`src/rtl/uwk_pkg.sv`:
```
package uwk_pkg;

  // Receive-side events raised by the datapath for the control
  typedef struct packed {
    logic charEvt;  // a character just completed
    logic markBit;  // its most significant data bit
    logic idleEvt;  // idle count reached a full character time
  } rxEvents_t;

endpackage

```
`src/rtl/uwk_datapath.sv`:
```
module uwk_datapath
  import uwk_pkg::*;
#(
  parameter int DATA_W    = 8,
  parameter int IDLE_BITS = DATA_W + 2
) (
  input  logic              clk,
  input  logic              rst_n,
  input  logic              rxLine,
  input  logic              bitTick,
  input  logic              startDetect,
  input  logic              charDone,
  input  logic [DATA_W-1:0] charData,
  input  logic              idleAfterStop,
  output rxEvents_t         evts
);

  localparam int CNT_W = $clog2(IDLE_BITS + 1);
  localparam logic [CNT_W-1:0] CNT_FULL = CNT_W'(IDLE_BITS);
  localparam logic [CNT_W-1:0] CNT_LAST = CNT_W'(IDLE_BITS - 1);

  logic             inFrame;
  logic [CNT_W-1:0] onesCnt;
  logic             holdCount;

  // In after-stop mode nothing is counted from the start bit until completion
  assign holdCount = idleAfterStop && (inFrame || startDetect);

  always_ff @(posedge clk or negedge rst_n) begin
    if (!rst_n) begin
      inFrame <= 1'b0;
    end else if (startDetect) begin
      inFrame <= 1'b1;
    end else if (charDone) begin
      inFrame <= 1'b0;
    end
  end

  always_ff @(posedge clk or negedge rst_n) begin
    if (!rst_n) begin
      onesCnt <= '0;
    end else if (bitTick) begin
      if (holdCount || !rxLine) begin
        onesCnt <= '0;
      end else if (onesCnt != CNT_FULL) begin
        onesCnt <= onesCnt + 1'b1;
      end
    end else if (holdCount) begin
      onesCnt <= '0;
    end
  end

  always_comb begin
    evts.charEvt = charDone;
    evts.markBit = charData[DATA_W-1];
    evts.idleEvt = bitTick && rxLine && !holdCount && (onesCnt == CNT_LAST);
  end

endmodule

```
`src/rtl/uwk_ctrl.sv`:
```
module uwk_ctrl
  import uwk_pkg::*;
(
  input  logic      clk,
  input  logic      rst_n,
  input  rxEvents_t evts,
  input  logic      wakeSel,
  input  logic      cpuWrEn,
  input  logic      cpuWrData,
  output logic      standby,
  output logic      deliverPulse,
  output logic      idleSetPulse
);

  logic markWake;
  logic idleWake;
  logic wakeNow;
  logic standbyNext;

  assign markWake = standby && wakeSel && evts.charEvt && evts.markBit;
  assign idleWake = standby && !wakeSel && evts.idleEvt;
  assign wakeNow  = markWake || idleWake;

  // A wake event overrides a CPU write in the same cycle
  always_comb begin
    if (wakeNow) begin
      standbyNext = 1'b0;
    end else if (cpuWrEn) begin
      standbyNext = cpuWrData;
    end else begin
      standbyNext = standby;
    end
  end

  always_ff @(posedge clk or negedge rst_n) begin
    if (!rst_n) begin
      standby      <= 1'b0;
      deliverPulse <= 1'b0;
      idleSetPulse <= 1'b0;
    end else begin
      standby      <= standbyNext;
      deliverPulse <= evts.charEvt && (!standby || markWake);
      idleSetPulse <= evts.idleEvt && !standby;
    end
  end

endmodule

```
`src/rtl/uart_wake_unit.sv`:
```
module uart_wake_unit
  import uwk_pkg::*;
#(
  parameter int DATA_W    = 8,
  parameter int IDLE_BITS = DATA_W + 2
) (
  input  logic              clk,
  input  logic              rst_n,
  input  logic              rxLine,
  input  logic              bitTick,
  input  logic              startDetect,
  input  logic              charDone,
  input  logic [DATA_W-1:0] charData,
  input  logic              wakeSel,
  input  logic              idleAfterStop,
  input  logic              cpuWrEn,
  input  logic              cpuWrData,
  output logic              standby,
  output logic              deliverPulse,
  output logic              idleSetPulse
);

  rxEvents_t evts;

  uwk_datapath #(
    .DATA_W   (DATA_W),
    .IDLE_BITS(IDLE_BITS)
  ) u_dp (
    .clk          (clk),
    .rst_n        (rst_n),
    .rxLine       (rxLine),
    .bitTick      (bitTick),
    .startDetect  (startDetect),
    .charDone     (charDone),
    .charData     (charData),
    .idleAfterStop(idleAfterStop),
    .evts         (evts)
  );

  uwk_ctrl u_ctrl (
    .clk         (clk),
    .rst_n       (rst_n),
    .evts        (evts),
    .wakeSel     (wakeSel),
    .cpuWrEn     (cpuWrEn),
    .cpuWrData   (cpuWrData),
    .standby     (standby),
    .deliverPulse(deliverPulse),
    .idleSetPulse(idleSetPulse)
  );

endmodule

```
`config.mk`:
```
export PLATFORM = sky130hd
export DESIGN_NAME = uart_wake_unit
export DESIGN_NICKNAME = d
export VERILOG_FILES = /design/src/rtl/uwk_pkg.sv /design/src/rtl/uwk_datapath.sv /design/src/rtl/uwk_ctrl.sv /design/src/rtl/uart_wake_unit.sv
export SDC_FILE = /design/constraint.sdc
export NUM_CORES = 1
export LEC_CHECK = 0
export ABC_AREA = 0
export CELL_PAD_IN_SITES_DETAIL_PLACEMENT = 1
export CELL_PAD_IN_SITES_GLOBAL_PLACEMENT = 1
export CORE_AREA = 2 2 39 41
export DETAILED_ROUTE_END_ITERATION = 10
export DIE_AREA = 0 0 41 43
export DONT_BUFFER_PORTS = 1
export PLACE_DENSITY_LB_ADDON = 0.1
export SYNTH_ARGS = -nofsm -noshare
export SYNTH_HDL_FRONTEND = slang
export SYNTH_SLANG_ARGS = --single-unit
```
`constraint.sdc`:
```
create_clock -name clk -period 2 [get_ports clk]
set_clock_uncertainty 0.2 [all_clocks]
set_input_delay 0.5 -clock clk [delete_from_list [all_inputs] [get_ports clk]]
set_output_delay 0.5 -clock clk [all_outputs]
set_load 0.01 [all_outputs]
```
==> impl_metrics.env <==
export IMPL_status="complete, no violations"
export IMPL_hold_violations=0
export IMPL_power_density_mw_per_mm2=657
export IMPL_num_antenna_cells=0
export IMPL_path_class="reg -> reg"
export IMPL_cts_root_buf="clkbuf_4"
export IMPL_drc=0
export IMPL_final_cell_mix="8 x dfrtp_1, 5 x inv_1, 5 x o21ai_0"
export IMPL_synth_top_area_share=0.441
export IMPL_syn_cell_area_sq_um=454
export IMPL_period_needed_ns=1.61
export IMPL_worst_endpoint_arrival_ns=1.55
export IMPL_critPathLaunch="u_dp.onesCnt[0]$_DFFE_PN0P_"
export IMPL_syn_avg_cell_area_sq_um=9.66
export IMPL_ys_warn_count=0
export IMPL_hold_path_depth=1
export IMPL_grt_max_degree=9
export IMPL_fp_dieH_um=43
export IMPL_cp_start_kind="flop"
export IMPL_cts_tree="done"
export IMPL_synth_cells=47
export IMPL_cts_resized=0
export IMPL_grtUsageTotal=0.165
export IMPL_r2r_start="u_dp.onesCnt[0]$_DFFE_PN0P_"
export IMPL_grt_pass1_wl_mm=1.88
export IMPL_die_x_um=41
export IMPL_cts_max_level=1
export IMPL_dpl_hpwl_um=900
export IMPL_port_buffers=0
export IMPL_cts_setup_buffers=0
export IMPL_wl_per_cell_um=16.4
export IMPL_r2r_end="u_dp.onesCnt[3]$_DFFE_PN0P_"
export IMPL_drt_initial_drc_count=5
export IMPL_syn2layout_area_growth_pct=11.6
export IMPL_initial_core_util=0.328
export IMPL_drive_gt1_frac=0.0784
export IMPL_fin_ws_ns=0.392
export IMPL_tightest_slew_ns=0.388
export IMPL_cts_buffers=3
export IMPL_wirelength_mm=1.10
export IMPL_vdd_ir_drop_max_v=0.000362
export IMPL_cp_max_fo=5
export IMPL_seq_area_frac_synth=0.441
export IMPL_die_area_sq_mm=0.00176
export IMPL_antenna_found_initial=0
export IMPL_r2r_slack_ns=0.39
export IMPL_tns_ns=0
export IMPL_clock_sinks=8
export IMPL_p_leak_nw=0.221
export IMPL_viasPerCell=5.64
export IMPL_clock_latency_ns=0.25
export IMPL_rsz0062_at_grt="false"
export IMPL_path_clk_slew_ns=0.06
export IMPL_firstDrtPassIters=2
export IMPL_final_common_cell="dfrtp_1"
export IMPL_pre_cts_ws_ns=0.384
export IMPL_place_congestion=0.693
export IMPL_critPathRequiredTime_ns=1.94
export IMPL_grt_pass1_vias=427
export IMPL_synth_area_leaders="dfrtp_1 44%, ha_1 8.3%, nor2b_1 5.5%, o21ai_0 5.5%, a21oi_1 4.4%"
export IMPL_layout_nets=74
export IMPL_drv_slew=0
export IMPL_grt_remaining_overflow=0
export IMPL_yosysTopAreaCell="dfrtp_1"
export IMPL_ys_ff_latch=8
export IMPL_antenna_left=0
export IMPL_num_rows=14
export IMPL_hp_start="startDetect"
export IMPL_hp_class="in -> reg"
export IMPL_core_sq_mm=0.00138
export IMPL_period_share=0.804
export IMPL_setup_viol=0
export IMPL_syn_nets=68
export IMPL_vias=378
export IMPL_cts_path_max_buffers=2
export IMPL_crit_path_end_kind="flop"
export IMPL_max_freq_mhz=622
export IMPL_reg2regPathDepth=5
export IMPL_io_pins=21
export IMPL_ys_types=19
export IMPL_cap_violations=0
export IMPL_max_slew_margin=0.741
export IMPL_hold_path_end="u_dp.inFrame$_DFFE_PN0P_"
-- report_power, final --
part	total, mW	leakage (nW)	internal, mW	switching [mW]
Clock	0.125	0.0138	0.0688	0.0565
Combinational	0.0271	0.104	0.0125	0.0146
Sequential	0.180	0.104	0.170	0.0108
-- registers in the layout (all words and copies together) (netlist names) --
name                 cells
u_ctrl.deliverPulse      1
u_dp.onesCnt             4
u_ctrl.idleSetPulse      1
u_ctrl.standby           1
u_dp.inFrame             1
-- worst max-delay path, stage by stage (launching register included) --
cell and delay [ns]:
dfrtp_1 0.43, inv_1 0.09, ha_1 0.22, nand4b_1 0.18, a21boi_1 0.10, o31a_1 0.29
-- routing by layer --
metal  global-route usage  wire length [um]  up-vias
met3               0.0576                46        0
met4               0.0800                 0        0
met1                0.192               430      191
li1                     -                 -      180
met5                    0                 0        -
met2                0.256               620        7
-- cell usage after synthesis (all sizes together) --
| cell | number |
|---|---|
| o21ai | 5 |
| nand2 | 2 |
| a21boi | 1 |
| a21oi | 4 |
| inv | 5 |
| nor3 | 1 |
| o31a | 1 |
| and4b | 1 |
| nor2b | 4 |
| nand4 | 3 |
| a311oi | 1 |
| nand3 | 2 |
| nor3b | 1 |
| dfrtp | 8 |
| o21a | 1 |
| a21o | 1 |
| ha | 3 |
| and3 | 1 |
| nand4b | 2 |
-- layout make-up --
cell class | count | area (sq um)
repair buffers | 1 | 10.0
clock buffers | 3 | 22.5
multi-input cells | 34 | 235
inverters | 5 | 18.8
fillers | 161 | 877
flip-flops and latches | 8 | 200
well taps | 16 | 20.0
-- worst max-delay path by stage --
| stage | end | slack [ns] |
|---|---|---|
| 2_1_floorplan | u_dp.onesCnt[3]$_DFFE_PN0P_ | 0.55 |
| 3_3_place_gp | u_dp.onesCnt[3]$_DFFE_PN0P_ | 0.43 |
| 3_5_place_dp | u_dp.onesCnt[3]$_DFFE_PN0P_ | 0.38 |
| 4_1_cts | u_dp.onesCnt[3]$_DFFE_PN0P_ | 0.39 |
| 5_1_grt | u_dp.onesCnt[3]$_DFFE_PN0P_ | 0.30 |
| 6_report | u_dp.onesCnt[3]$_DFFE_PN0P_ | 0.39 |
-- what timing repair did --
action / CTS / global route
endpoints found under the setup margin: 0 / 0
hold endpoints to repair: 8 / 0
hold buffers: 1 / 0
-- cells by family after synthesis --
| group | Yosys count | share of synthesized area |
|---|---|---|
| compound gates | 14 | 0.187 |
| flops | 8 | 0.441 |
| simple gates | 17 | 0.248 |
| fa+ha+maj | 3 | 0.0827 |
| buf+inv | 5 | 0.0413 |
-- metrics by stage --
| stage | util | area (sq um) | hold WS (ns) | total power [mW] | std cells |
|---|---|---|---|---|---|
| after floorplan | - | 454 | 0.00441 | 0.199 | 47 |
| after global placement | 0.343 | 474 | 0.00457 | 0.204 | 63 |
| after detailed placement | 0.343 | 474 | 0.00457 | 0.207 | 63 |
| after CTS | 0.366 | 507 | 0.120 | 0.343 | 67 |
| after global routing | 0.366 | 507 | 0.121 | 0.355 | 67 |
| final | 0.366 | 507 | 0.135 | 0.333 | 67 |
Power figures use the tool's default switching activity.
